## src/rtl/vclk_pkg.sv

```systemverilog
package vclk_pkg;

   localparam int MUX_CODE_W  = 2;
   localparam int MUX_MAX_LOG = 3;

   // log2 of the multiplex factor; the unused code falls back to 8:1
   function automatic int unsigned mux_code_log(input logic [MUX_CODE_W-1:0] code);
      case (code)
         2'b01:   return 2;
         2'b10:   return 1;
         default: return MUX_MAX_LOG;
      endcase
   endfunction

endpackage

```

## src/rtl/vclk_ratio_dec.sv

```systemverilog
module vclk_ratio_dec
   import vclk_pkg::*;
#(
   parameter int LOG_W       = 3,
   parameter int DIV_MIN_LOG = 2,
   parameter int SEL_W       = 2
) (
   input  logic [MUX_CODE_W-1:0] mux_code,
   input  logic [SEL_W-1:0]      sel_code,
   output logic [LOG_W-1:0]      m_log,
   output logic [LOG_W-1:0]      n_log
);

   always_comb begin
      m_log = LOG_W'(mux_code_log(mux_code));
      n_log = LOG_W'(DIV_MIN_LOG) + LOG_W'(sel_code);
   end

endmodule

```

## src/rtl/vclk_phase_ctr.sv

```systemverilog
module vclk_phase_ctr #(
   parameter int CNT_W = 5,
   parameter int LOG_W = 3
) (
   input  logic             clk_pix,
   input  logic             rst_n,
   input  logic [LOG_W-1:0] req_m_log,
   input  logic [LOG_W-1:0] req_n_log,
   output logic [CNT_W-1:0] cnt_nxt,
   output logic [LOG_W-1:0] m_log_nxt,
   output logic [LOG_W-1:0] n_log_nxt,
   output logic [LOG_W-1:0] act_m_log,
   output logic [LOG_W-1:0] act_n_log
);

   localparam logic [CNT_W-1:0] ALL_ONES = {CNT_W{1'b1}};

   logic [CNT_W-1:0] cnt_q;
   logic [LOG_W-1:0] span_log;
   logic [CNT_W-1:0] span_mask;
   logic [CNT_W-1:0] strobe_mask;
   logic             strobe_last;
   logic             fields_moved;

   always_comb begin
      span_log     = (act_m_log > act_n_log) ? act_m_log : act_n_log;
      span_mask    = ~(ALL_ONES << span_log);
      strobe_mask  = ~(ALL_ONES << act_m_log);
      strobe_last  = (cnt_q & strobe_mask) == strobe_mask;
      fields_moved = (req_m_log != act_m_log) || (req_n_log != act_n_log);
      if (strobe_last && fields_moved) begin
         cnt_nxt   = '0;
         m_log_nxt = req_m_log;
         n_log_nxt = req_n_log;
      end else begin
         cnt_nxt   = (cnt_q + CNT_W'(1)) & span_mask;
         m_log_nxt = act_m_log;
         n_log_nxt = act_n_log;
      end
   end

   always_ff @(posedge clk_pix) begin
      if (!rst_n) begin
         cnt_q     <= ALL_ONES;
         act_m_log <= req_m_log;
         act_n_log <= req_n_log;
      end else begin
         cnt_q     <= cnt_nxt;
         act_m_log <= m_log_nxt;
         act_n_log <= n_log_nxt;
      end
   end

   // ratios may only switch on the edge that follows the last cycle of a strobe period
   assert_ratio_switch_on_boundary_R6: assert property (@(posedge clk_pix)
      disable iff (!rst_n)
      ($past(rst_n) && ((act_m_log != $past(act_m_log)) || (act_n_log != $past(act_n_log))))
         |-> $past(strobe_last));

   // the counter restarts from zero whenever the ratios switch
   assert_restart_on_switch_R6: assert property (@(posedge clk_pix)
      disable iff (!rst_n)
      ($past(rst_n) && (act_m_log != $past(act_m_log))) |-> (cnt_q == '0));

endmodule

```

## src/rtl/vclk_half_flop.sv

```systemverilog
module vclk_half_flop #(
   parameter int CNT_W = 5,
   parameter int LOG_W = 3
) (
   input  logic             clk_pix,
   input  logic             rst_n,
   input  logic [CNT_W-1:0] cnt_nxt,
   input  logic [LOG_W-1:0] log_nxt,
   output logic             q
);

   logic half_bit;

   // the bit that marks the second half of a 2**log_nxt period
   always_comb begin
      half_bit = 1'b0;
      for (int b = 0; b < CNT_W; b++) begin
         if (int'(log_nxt) == b + 1) half_bit = cnt_nxt[b];
      end
   end

   always_ff @(posedge clk_pix) begin
      if (!rst_n) q <= 1'b0;
      else        q <= ~half_bit;
   end

endmodule

```

## src/rtl/vclk_sck_gate.sv

```systemverilog
module vclk_sck_gate (
   input  logic clk_pix,
   input  logic rst_n,
   input  logic sck_ext,
   input  logic vid_active,
   output logic sck_mem
);

   always_ff @(posedge clk_pix) begin
      if (!rst_n) sck_mem <= 1'b0;
      else        sck_mem <= sck_ext & vid_active;
   end

   assert_sck_follows_gate_R7: assert property (@(posedge clk_pix)
      disable iff (!rst_n)
      $past(rst_n) |-> (sck_mem == ($past(sck_ext) && $past(vid_active))));

   assert_sck_quiet_in_blank_R8: assert property (@(posedge clk_pix)
      disable iff (!rst_n)
      (rst_n && !vid_active) |=> !sck_mem);

endmodule

```

## src/rtl/mux_video_clkgen.sv

```systemverilog
module mux_video_clkgen
   import vclk_pkg::*;
#(
   parameter int DIV_MIN_LOG = 2,
   parameter int SEL_W       = 2
) (
   input  logic                  clk_pix,
   input  logic                  rst_n,
   input  logic [MUX_CODE_W-1:0] mux_rate,
   input  logic [SEL_W-1:0]      div_sel,
   input  logic                  sck_ext,
   input  logic                  vid_active,
   output logic                  load_strobe,
   output logic                  prog_clk,
   output logic                  sck_mem
);

   localparam int CNT_W = DIV_MIN_LOG + (1 << SEL_W) - 1;
   localparam int LOG_W = $clog2(CNT_W + 1);
   localparam int NCH   = 2;

   if (DIV_MIN_LOG < 1 || SEL_W < 1) begin : g_bad_param
      $error("divider parameters out of range");
   end
   if (CNT_W < MUX_MAX_LOG) begin : g_bad_width
      $error("phase counter too narrow for the largest multiplex factor");
   end

   logic [LOG_W-1:0] req_m_log, req_n_log;
   logic [LOG_W-1:0] m_log_nxt, n_log_nxt;
   logic [LOG_W-1:0] act_m_log, act_n_log;
   logic [CNT_W-1:0] cnt_nxt;
   logic [LOG_W-1:0] ch_log [NCH];
   logic [NCH-1:0]   ch_q;

   vclk_ratio_dec #(
      .LOG_W(LOG_W), .DIV_MIN_LOG(DIV_MIN_LOG), .SEL_W(SEL_W)
   ) u_dec (
      .mux_code(mux_rate), .sel_code(div_sel),
      .m_log(req_m_log), .n_log(req_n_log)
   );

   vclk_phase_ctr #(
      .CNT_W(CNT_W), .LOG_W(LOG_W)
   ) u_ctr (
      .clk_pix(clk_pix), .rst_n(rst_n),
      .req_m_log(req_m_log), .req_n_log(req_n_log),
      .cnt_nxt(cnt_nxt), .m_log_nxt(m_log_nxt), .n_log_nxt(n_log_nxt),
      .act_m_log(act_m_log), .act_n_log(act_n_log)
   );

   assign ch_log[0] = m_log_nxt;
   assign ch_log[1] = n_log_nxt;

   for (genvar g = 0; g < NCH; g++) begin : g_chan
      vclk_half_flop #(
         .CNT_W(CNT_W), .LOG_W(LOG_W)
      ) u_flop (
         .clk_pix(clk_pix), .rst_n(rst_n),
         .cnt_nxt(cnt_nxt), .log_nxt(ch_log[g]), .q(ch_q[g])
      );
   end

   assign load_strobe = ch_q[0];
   assign prog_clk    = ch_q[1];

   vclk_sck_gate u_sck (
      .clk_pix(clk_pix), .rst_n(rst_n),
      .sck_ext(sck_ext), .vid_active(vid_active), .sck_mem(sck_mem)
   );

   assert_reset_quiet_R1: assert property (@(posedge clk_pix)
      !rst_n |=> (!load_strobe && !prog_clk));

   assert_prog_on_strobe_R4: assert property (@(posedge clk_pix)
      disable iff (!rst_n)
      ($rose(prog_clk) && (act_n_log >= act_m_log)) |-> $rose(load_strobe));

   assert_prog_high_at_strobe_R5: assert property (@(posedge clk_pix)
      disable iff (!rst_n)
      ($rose(load_strobe) && (act_n_log < act_m_log)) |-> prog_clk);

endmodule

```

## config.mk

```make
export PLATFORM = sky130hd
export DESIGN_NAME = mux_video_clkgen
export DESIGN_NICKNAME = d
export VERILOG_FILES = /design/src/rtl/vclk_pkg.sv /design/src/rtl/vclk_ratio_dec.sv /design/src/rtl/vclk_phase_ctr.sv /design/src/rtl/vclk_half_flop.sv /design/src/rtl/vclk_sck_gate.sv /design/src/rtl/mux_video_clkgen.sv
export SDC_FILE = /design/constraint.sdc
export NUM_CORES = 1
export LEC_CHECK = 0
export BUFFER_PORTS_ARGS = -buffer_cell sky130_fd_sc_hd__buf_2
export CORE_MARGIN = 8
export CORE_UTILIZATION = 56
export CTS_CLUSTER_SIZE = 10
export DETAILED_ROUTE_END_ITERATION = 8
export GPL_ROUTABILITY_DRIVEN = 0
export PLACE_DENSITY = 0.78
export SETUP_SLACK_MARGIN = 0.2
export SLEW_MARGIN = 20
export SYNTH_ARGS = -nofsm -noshare
export SYNTH_HDL_FRONTEND = slang
export SYNTH_SLANG_ARGS = --single-unit
```

## constraint.sdc

```tcl
create_clock -name clk_pix -period 2.7 [get_ports clk_pix]
set_input_delay 0.405 -clock clk_pix [delete_from_list [all_inputs] [get_ports clk_pix]]
set_output_delay 0.405 -clock clk_pix [all_outputs]
set_load 0.05 [all_outputs]
```

==> results.py, run 1 <==
metrics = {
    "sta": {
        "whs_ns": 0.333,
        "maxSlewViolCount": 0,
        "fin_skew_ns": 0.00421,
        "rsz0062_at_grt": "false",
        "worstMarginPinSlew_ns": 0.455,
        "hold_viol": 0,
        "setup-violations-final": 0,
        "finalCriticalPeriod_ns": 2.35,
        "final.setup.tns_ns": 0,
        "max_slew_margin": 0.697,
        "fin_crit_sh": 0.871,
        "fmax_ghz": 0.425,
    },
    "die": {
        "die_height_um": 57.5,
        "start_util": 0.578,
        "die_area_um2": 3310,
        "die_w_um": 57.5,
        "pin_count": 11,
        "rows": 15,
        "coreArea_um2": 1670,
    },
    "worst_hold_path": {
        "hp-class": "input port to flop",
        "hp-start": "vid_active",
    },
    "yosys": {
        "ys_ff_latch": 14,
        "synthCells": 121,
        "mappedNetlistArea_um2": 965,
        "syn_area_per_cell_um2": 7.97,
        "synth_edf_count": 0,
        "yosys_warnings": 0,
        "ys_top_cells_by_area": "dfxtp_1 (29%), ha_1 (5.2%), o21ai_0 (4.7%)",
        "yosysSeqAreaShare": 0.291,
        "synth_top_area_frac": 0.291,
        "synth_flop_cell": "dfxtp_1",
        "synth_commonest_cells": "dfxtp_1 (14), nand2_1 (11), nor2_1 (9), o21ai_0 (9), a21oi_1 (7)",
        "synth_most_common_cell": "dfxtp_1",
        "synth_area_leader_cell": "dfxtp_1",
        "async_flop_share": 0,
        "syn_nets": 133,
        "synthDistinctLibCells": 37,
    },
    "clock_tree": {
        "ctsResizeCount": 0,
        "tritoncts": "done",
        "clkSinkCount": 14,
        "cts-root-buf": "clkbuf_4",
        "numCtsBuffers": 3,
        "htreeDepth": 1,
        "cts.clk_slew.worst_paths_ns": 0.09,
        "post_cts_buffers": 0,
        "clock_latency_ns": 0.30,
        "clock_path_buffers": 2,
        "cts_hold_buf": 0,
    },
    "power": {
        "leakage_nw": 0.454,
        "power_frac_comb": 0.422,
        "sw_frac_of_total": 0.406,
        "p_seq_frac": 0.362,
        "ir_drop_mv": 0.412,
        "p_int_w": 0.000442,
        "clockPowerShare": 0.216,
        "netSwitchingPower_w": 0.000302,
        "p_per_area_nw_per_um2": 712,
    },
    "critical_path": {
        "critPathSlowestCell": "dfxtp_1",
        "arrival_ns": 2.55,
        "crit_chain": "inv_1 > ha_1 > a31oi_2 > and2_1 > a31o_2 > and3_1 > o21ai_1 > and4_1",
        "critPathBufInv": 1,
        "reg2reg_from": "u_ctr.act_m_log[0]",
        "crit_start": "u_ctr.act_m_log[0]",
        "crit_fanout": 10,
        "critPathKind": "flop to flop",
        "cp-start-kind": "flop",
        "end_kind": "flop",
        "cp.required_ns": 2.90,
        "critPathMaxStageDelay_ns": 0.51,
        "crit_family": "simple AND/OR/NAND/NOR gates",
    },
    "global_route": {
        "grt_pass1_wl_mm": 3.75,
        "grtUsageTotal": 0.144,
        "grt_pass1_vias": 856,
        "grt_antenna_before_repair": 0,
        "grt_max_degree": 14,
        "overflow": 0,
    },
    "route": {
        "num_vias": 955,
        "avgViaCountPerCell": 6.50,
        "drt_wl_total_mm": 2.25,
        "wl_per_cell_um": 15.3,
        "drtIter0Drc": 42,
        "drtPass1Iterations": 5,
        "ant_nets": 0,
        "drc_errors": 0,
    },
    "run_status": {
        "status": "finished clean",
    },
    "placement": {
        "place_hpwl_mm": 1.65,
        "port_buffers": 10,
    },
    "finish": {
        "nNetsFinal": 143,
        "regArea_um2": 280,
        "fill_cells": 147,
        "multi_input_area_um2": 619,
        "antenna_cells": 0,
        "drive_above_1_share": 0.162,
        "syn2layout_area_growth_pct": 8.30,
    },
    "run": {
        "drv_cap": 0,
    },
}
-- power groups by stage --
| stage | Clock [W] | Sequential [W] | Combinational, W |
|---|---|---|---|
| after floorplan | 0 | 0.000283 | 0.000233 |
| after global placement | 0 | 0.000273 | 0.000301 |
| after detailed placement | 0 | 0.000274 | 0.000301 |
| after CTS | 0.000159 | 0.000269 | 0.000305 |
| after global routing | 0.000166 | 0.000276 | 0.000344 |
| final | 0.000161 | 0.000269 | 0.000314 |
-- layout make-up --
| type | instances | area share |
|---|---|---|
| timing repair buffer | 12 | 0.0623 |
| inverter | 6 | 0.0216 |
| multi-input combinational | 94 | 0.593 |
| clock buffer | 4 | 0.0347 |
| sequential | 14 | 0.268 |
| tap | 17 | 0.0204 |
-- cells by family (layout without fill, tap and decap cells) --
group	after synthesis	in the layout	synth area share
AOI/OAI and AO/OA	38	38	0.267
xor gates and xnor gates	4	4	0.0363
buffers and inverters	13	22	0.0739
muxes	5	5	0.0532
DFF	14	14	0.291
and+or+nand+nor	43	43	0.227
adders and majority gates	4	4	0.0519
-- state kept, by name (all words and copies together), names as in the netlist --
register         cells
u_ctr.act_m_log      3
u_ctr.cnt_q          5
u_sck.sck_mem        1
g_chan.u_flop.q      2
u_ctr.act_n_log      3
-- cell usage in the layout, fill, tap and decap left out, types with 2 or more instances in the layout --
master     n
o22ai_1    2
nor3b_1    2
and3_1     2
dfxtp_1   14
nand2b_1   3
xor2_1     3
o21ai_0    9
and2_1     2
a21oi_1    7
inv_1      6
nor3_1     3
nand2_1   11
o31ai_1    2
buf_2     10
o21a_1     2
ha_1       4
o311ai_1   2
a211oi_1   2
clkbuf_4   3
buf_4      2
nor2_1     9
a31oi_1    2
o21ai_1    3
mux2i_1    4
nand3_1    6
-- path summary, 6_finish.rpt --
check | endpoint | slack, ns | cells after the start
worst min-delay path | u_sck.sck_mem | 0.33 | 2
worst max register to register | g_chan[1].u_flop.q | 0.35 | 8
worst max-delay path | g_chan[1].u_flop.q | 0.35 | 8
worst min register to register | u_ctr.act_n_log[1] | 0.64 | 2
-- routing by layer --
| metal | wire length, um | track usage | up-vias |
|---|---|---|---|
| met3 | 221 | 0.0381 | 9 |
| met2 | 1050 | 0.225 | 43 |
| met1 | 924 | 0.174 | 441 |
| li1 | - | - | 462 |
| met4 | 55 | 0.0750 | 0 |
| met5 | 0 | 0 | - |
-- per-stage QoR --
stage	utilization	setup WS, ns	power [W]	instance area (um2)	instances
3_5_place_dp	0.600	0.364	0.000575	1000	143
2_1_floorplan	-	0.443	0.000516	965	121
3_3_place_gp	0.600	0.451	0.000573	1000	143
4_1_cts	0.622	0.333	0.000732	1040	147
5_1_grt	0.625	0.219	0.000785	1040	147
6_report	0.625	0.349	0.000744	1040	147
No activity file was read; power rests on OpenSTA's default activity.
==> inputs of run 2 (changes only) <==
CORE_UTILIZATION = 62   (was 56)
PLACE_DENSITY = 0.84   (was 0.78)
SYNTH_HIERARCHICAL = 1   (was unset)
clock period = 2.97 ns   (was 2.7 ns; I/O delays follow)
==> run 2 against run 1 <==
Against the previous run:
- die area grew 0.63%
- hold slack better by 0.062 ns
- highest routed layer unchanged
- synthesized cell count shrank 9.1%
- largest power group unchanged
- non-clock buffer count is the same
- combinational power grew 120%
- flip-flop and latch count unchanged
- clock power down 13%
- sequential share of layout area is 2.0 points lower
- critical path depth up 2
- total power grew 53%
==> results.py, run 2 <==
metrics = {
    "route": {
        "ant_nets": 0,
        "drt_wl_total_mm": 2.11,
        "num_vias": 785,
        "avgViaCountPerCell": 5.77,
        "drtIter0Drc": 9,
        "wl_per_cell_um": 15.5,
        "drtPass1Iterations": 4,
        "drc_errors": 0,
    },
    "sta": {
        "hold_viol": 0,
        "maxSlewViolCount": 0,
        "fmax_ghz": 0.389,
        "finalCriticalPeriod_ns": 2.57,
        "final.setup.tns_ns": 0,
        "rsz0062_at_grt": "false",
        "fin_crit_sh": 0.865,
        "setup-violations-final": 0,
        "whs_ns": 0.395,
        "fin_skew_ns": 0.00449,
    },
    "critical_path": {
        "cp-start-kind": "flop",
        "crit_family": "compound AO/OA/AOI/OAI gates",
        "critPathKind": "flop to flop",
        "crit_chain": "inv_1 > ha_1 > nor2b_1 > o21ai_1 > a32oi_2 > mux2_2 > nor4_2 > mux2i_1 > a211oi_1 > nor2_1",
        "end_kind": "flop",
        "critPathBufInv": 1,
        "critPathSlowestCell": "mux2_2",
        "arrival_ns": 2.75,
        "critPathMaxStageDelay_ns": 0.43,
        "cp.required_ns": 3.15,
        "crit_fanout": 7,
    },
    "yosys": {
        "async_flop_share": 0,
        "yosys_warnings": 6,
        "synth_commonest_cells": "mux2_2 (16), dfxtp_1 (14), nor2_1 (8)",
        "ys_top_cells_by_area": "dfxtp_1 (26%), mux2_2 (17%), ha_1 (4.6%)",
        "synth_flop_cell": "dfxtp_1",
        "syn_area_per_cell_um2": 9.79,
        "synth_edf_count": 0,
        "synthDistinctLibCells": 33,
        "mappedNetlistArea_um2": 1080,
        "ys_ff_latch": 14,
        "yosysSeqAreaShare": 0.260,
        "synth_area_leader_cell": "dfxtp_1",
        "syn_nets": 122,
        "synth_most_common_cell": "mux2_2",
        "synthCells": 110,
        "synth_top_area_frac": 0.260,
    },
    "power": {
        "leakage_nw": 0.486,
        "p_int_w": 0.000626,
        "power_frac_comb": 0.596,
        "p_seq_frac": 0.281,
        "netSwitchingPower_w": 0.000509,
        "sw_frac_of_total": 0.448,
        "p_per_area_nw_per_um2": 994,
        "ir_drop_mv": 0.513,
        "clockPowerShare": 0.123,
    },
    "global_route": {
        "overflow": 0,
        "grt_antenna_before_repair": 0,
        "grt_max_degree": 16,
        "grt_pass1_wl_mm": 3.62,
        "grt_pass1_vias": 818,
        "grtUsageTotal": 0.138,
    },
    "finish": {
        "final_cell_mix": "mux2_2 (16), dfxtp_1 (12), buf_2 (10)",
        "largest_register_ffs": 5,
        "nNetsFinal": 132,
        "antenna_cells": 0,
        "final_common_cell": "mux2_2",
        "syn2layout_area_growth_pct": 5.92,
        "drive_above_1_share": 0.378,
        "fin_area_um2": 1140,
        "largest_register": "u_ctr/cnt_q",
        "top_regs": "u_ctr/cnt_q (5), u_ctr/act_m_log (3), u_ctr/act_n_log (3)",
    },
    "clock_tree": {
        "tritoncts": "done",
        "clock_latency_ns": 0.28,
        "numCtsBuffers": 3,
        "cts.clk_slew.worst_paths_ns": 0.09,
        "htreeDepth": 1,
        "clkSinkCount": 14,
        "clock_path_buffers": 2,
        "cts-root-buf": "clkbuf_4",
        "post_cts_buffers": 0,
    },
    "run": {
        "drv_cap": 0,
    },
    "die": {
        "die_w_um": 57.7,
        "start_util": 0.638,
        "coreArea_um2": 1690,
        "rows": 15,
        "pin_count": 11,
        "die_height_um": 57.7,
        "die_area_um2": 3330,
    },
    "placement": {
        "placed_area_um2": 1100,
        "port_buffers": 10,
        "place_hpwl_mm": 1.66,
    },
    "run_status": {
        "status": "finished clean",
    },
    "worst_hold_path": {
        "hp-class": "input port to flop",
    },
}
[run 2: power groups by stage]
stage | Combinational (W) | Clock [W] | Sequential [W]
2_1_floorplan | 0.000546 | 0 | 0.000345
3_3_place_gp | 0.000639 | 0 | 0.000321
3_5_place_dp | 0.000661 | 0 | 0.000321
4_1_cts | 0.000665 | 0.000144 | 0.000317
5_1_grt | 0.000748 | 0.000152 | 0.000328
6_report | 0.000676 | 0.000140 | 0.000319
[run 2: worst reg2reg max path: stages (launching register included)]
cell and delay [ns]:
dfxtp_2 0.39, inv_1 0.06, ha_1 0.30, nor2b_1 0.13, o21ai_1 0.08, a32oi_2 0.32
mux2_2 0.43, nor4_2 0.32, mux2i_1 0.13, a211oi_1 0.25, nor2_1 0.06
[run 2: kinds of logic (layout without fill, tap and decap cells)]
logic type | Yosys count | in the layout | synth area share
adder cells (fa/ha/maj) | 4 | 4 | 0.0465
buffers and inverters | 14 | 23 | 0.0871
AND/OR/NAND/NOR | 31 | 31 | 0.171
XOR/XNOR | 9 | 9 | 0.0732
AO/OA/AOI/OAI | 16 | 16 | 0.145
other | 1 | 1 | 0.00348
multiplexers | 21 | 21 | 0.214
flip-flops | 14 | 14 | 0.260
[run 2: area by class of cell]
cell class / instances / area (um2)
timing repair buffer: 12 / 65.1
clock buffer: 4 / 36.3
fill: 142 / 548
multi-input combinational: 82 / 709
inverter: 7 / 26.3
tap: 17 / 21.3
sequential: 14 / 283
[run 2: routing by layer]
metal | wire (um) | share of wire | vias to the layer above | track usage
met1 | 1010 | 0.48 | 363 | 0.163
met2 | 1020 | 0.48 | 9 | 0.235
li1 | - | - | 409 | -
met4 | 31 | 0.015 | 0 | 0.0629
met5 | 0 | 0 | - | 0
met3 | 51 | 0.024 | 4 | 0.0265
[run 2: worst paths after layout]
kind | end | from | slack (ns) | depth (start not counted)
worst max-delay path | g_chan[0].u_flop/q | u_ctr/act_n_log[1] | 0.40 | 10
worst min-delay path | u_sck/sck_mem | vid_active | 0.39 | 2
worst max register to register | g_chan[0].u_flop/q | u_ctr/act_n_log[1] | 0.40 | 10
worst min register to register | u_ctr/act_n_log[1] | u_ctr/act_n_log[1] | 0.58 | 1
[run 2: what timing repair did]
item,4_1_cts,5_1_grt
hold buffers,0,0
setup endpoints to repair,0,2
resized for setup,0,3
[run 2: through the flow]
stage                     setup WS (ns)  cells  total power, W  utilization
after global routing              0.213    136         0.00123        0.676
after global placement            0.394    132        0.000960        0.649
after CTS                         0.236    136         0.00113        0.670
final                             0.400    136         0.00113        0.676
after detailed placement          0.263    132        0.000982        0.649
after floorplan                   0.536    110        0.000891            -
==> inputs of run 3 (changes only) <==
ABC_AREA = 1   (was unset)
CORE_ASPECT_RATIO = 0.9   (was unset)
CORE_UTILIZATION = 63   (was 62)
PLACE_DENSITY = 0.85   (was 0.84)
==> run 3 against run 2 <==
Against the previous run:
- synthesized cell count rose by 83%
- setup slack better by 0.48 ns
- maximum frequency grew 23%
- utilization increased by 2.9 points
- sequential power is 3% lower
- via count is 56% higher
- combinational power rose by 40%
- sequential share of layout area decreased by 3.8 points
- critical path type unchanged
==> results.py, run 3 <==
metrics = {
    "route": {
        "drtPass1Iterations": 4,
        "drt_wl_total_mm": 2.80,
        "ant_nets": 0,
        "drc_errors": 0,
        "avgViaCountPerCell": 5.18,
        "num_vias": 1222,
        "wl_per_cell_um": 11.9,
        "drtIter0Drc": 53,
    },
    "clock_tree": {
        "htreeDepth": 1,
        "clock_latency_ns": 0.28,
        "clkSinkCount": 14,
        "cts-root-buf": "clkbuf_4",
        "tritoncts": "done",
        "cts.clk_slew.worst_paths_ns": 0.09,
        "ctsResizeCount": 0,
        "clock_path_buffers": 2,
        "post_cts_buffers": 0,
        "cts_hold_buf": 0,
        "numCtsBuffers": 3,
    },
    "power": {
        "sw_frac_of_total": 0.540,
        "power_frac_comb": 0.678,
        "p_seq_frac": 0.223,
        "leakage_nw": 0.770,
        "netSwitchingPower_w": 0.000753,
        "p_int_w": 0.000641,
        "p_per_area_nw_per_um2": 1040,
        "ir_drop_mv": 0.546,
        "clockPowerShare": 0.099,
    },
    "die": {
        "die_area_um2": 3660,
        "coreArea_um2": 1900,
        "start_util": 0.658,
        "pin_count": 11,
        "die_w_um": 62.9,
        "die_height_um": 58.2,
        "rows": 15,
    },
    "sta": {
        "fin_crit_sh": 0.704,
        "hold_viol": 0,
        "final.setup.tns_ns": 0,
        "fmax_ghz": 0.478,
        "fin_ws_ns": 0.880,
        "rsz0062_at_grt": "false",
        "setup-violations-final": 0,
        "fin_skew_ns": 0.00644,
        "maxSlewViolCount": 0,
        "finalCriticalPeriod_ns": 2.09,
    },
    "run_status": {
        "status": "finished clean",
    },
    "global_route": {
        "grtUsageTotal": 0.165,
        "grt.busiest_layer": "met2",
        "grt_pass1_wl_mm": 4.96,
        "grt_pass1_vias": 1190,
        "met2_usage": 0.296,
        "overflow": 0,
        "use_met1": 0.188,
        "grt_use_met3": 0.0365,
        "grt_antenna_before_repair": 0,
        "grt_max_degree": 14,
    },
    "placement": {
        "placed_area_um2": 1300,
        "dp_cells": 232,
        "place_hpwl_mm": 2.23,
        "dp_worst_setup_slack_ns": 0.945,
        "port_buffers": 10,
    },
    "finish": {
        "fill_cells": 169,
        "top_regs": "u_ctr/cnt_q (5), u_ctr/act_m_log (3), u_ctr/act_n_log (3)",
        "drive_above_1_share": 0.223,
        "fin_area_um2": 1340,
        "largest_register": "u_ctr/cnt_q",
        "final_cell_mix": "nand2_1 (67), inv_1 (32), nand3_1 (22)",
        "antenna_cells": 0,
        "largest_register_ffs": 5,
        "final_common_cell": "nand2_1",
        "nNetsFinal": 224,
        "syn2layout_area_growth_pct": 7.02,
        "final_cell_count_no_fill": 236,
    },
    "critical_path": {
        "cp.required_ns": 3.15,
        "cp.depth": 16,
        "end_kind": "flop",
        "cp-start-kind": "flop",
        "crit_fanout": 6,
        "critPathBufInv": 4,
        "critPathMaxStageDelay_ns": 0.37,
        "crit_chain": "inv_1 > ha_1 > a21oi_1 > nand2_1 > nand2_2 > nand2_1 > nand2_2 > inv_1 > nand2_1 > nand3_1 > inv_1 > inv_1 > nand2_1 > nand3_1 > nand2_1 > a21oi_2",
        "critPathSlowestCell": "dfxtp_1",
        "crit_family": "simple AND/OR/NAND/NOR gates",
        "critPathKind": "flop to flop",
        "critPathMostFrequentCell": "nand2_1",
        "r2r_cells": 16,
        "arrival_ns": 2.27,
    },
    "yosys": {
        "synth_top_area_frac": 0.225,
        "async_flop_share": 0,
        "mappedNetlistArea_um2": 1250,
        "synth_commonest_cells": "nand2_1 (67), inv_1 (32), nand3_1 (22)",
        "muxShareOfSynthArea": 0,
        "synth_flop_cell": "dfxtp_1",
        "synthCells": 201,
        "syn_area_per_cell_um2": 6.21,
        "syn_nets": 213,
        "yosys.area_share.simple": 0.521,
        "synth_area_leader_cell": "dfxtp_1",
        "synth_edf_count": 0,
        "ys_ff_latch": 14,
        "synth_fa_ha_area_frac": 0.0401,
        "synth_top_family_by_area": "simple AND/OR/NAND/NOR gates",
        "synthDistinctLibCells": 25,
        "yosysSeqAreaShare": 0.225,
        "synth_compound_area_frac": 0.0522,
        "synth_xor_area_frac": 0.0211,
        "synth_most_common_cell": "nand2_1",
        "yosys_warnings": 6,
        "ys_top_cells_by_area": "dfxtp_1 (22%), nand2_1 (20%), inv_1 (9.6%)",
    },
    "worst_hold_path": {
        "hp-class": "input port to flop",
        "holdPathStages": 3,
    },
    "run": {
        "drv_cap": 0,
    },
}
run 3: worst paths after layout:
path                   endpoint  slack [ns]               start
min               u_sck/sck_mem        0.38          vid_active
max          g_chan[0].u_flop/q        0.88  u_ctr/act_n_log[2]
max reg2reg  g_chan[0].u_flop/q        0.88  u_ctr/act_n_log[2]
min reg2reg  u_ctr/act_n_log[2]        0.63  u_ctr/act_n_log[2]
run 3: metrics by stage:
step           hold WS, ns  power (W)   util
2_1_floorplan        0.557    0.00107      -
3_3_place_gp         0.598    0.00120  0.685
3_5_place_dp         0.602    0.00124  0.685
4_1_cts              0.372    0.00138  0.704
5_1_grt              0.390    0.00153  0.704
6_report             0.376    0.00139  0.704
run 3: cell type report:
cell class / count / area, um2 / area share
Tap cell: 25 / 31.3 / 0.0234
Multi-Input combinational cell: 145 / 795 / 0.595
Inverter: 38 / 143 / 0.107
Sequential cell: 14 / 280 / 0.210
Timing Repair Buffer: 10 / 50.0 / 0.0375
Clock buffer: 4 / 36.3 / 0.0272
run 3: tightest hold or removal path: cells and delay by family:
| family | cells | cell delay (ns) |
|---|---|---|
| simple gates | 2 | 0.11 |
| buf+inv | 1 | 0.07 |
run 3: cell families after synthesis:
group | Yosys count
xor+xnor | 3
simple gates | 128
other cells | 1
buf+inv | 42
compound gates | 9
fa+ha+maj | 4
flops | 14
run 3: power groups by stage:
stage                     sequential [W]  combinational [W]  clock, W
after floorplan                 0.000349           0.000721         0
after global placement          0.000310           0.000888         0
after detailed placement        0.000315           0.000927         0
after CTS                       0.000310           0.000932  0.000142
after global routing            0.000320            0.00105  0.000153
final                           0.000310           0.000945  0.000138
run 3: layer usage:
layer	routed length, um	share of wire
met5	0	0
met4	31	0.011
met3	200	0.071
met2	1400	0.50
met1	1170	0.42
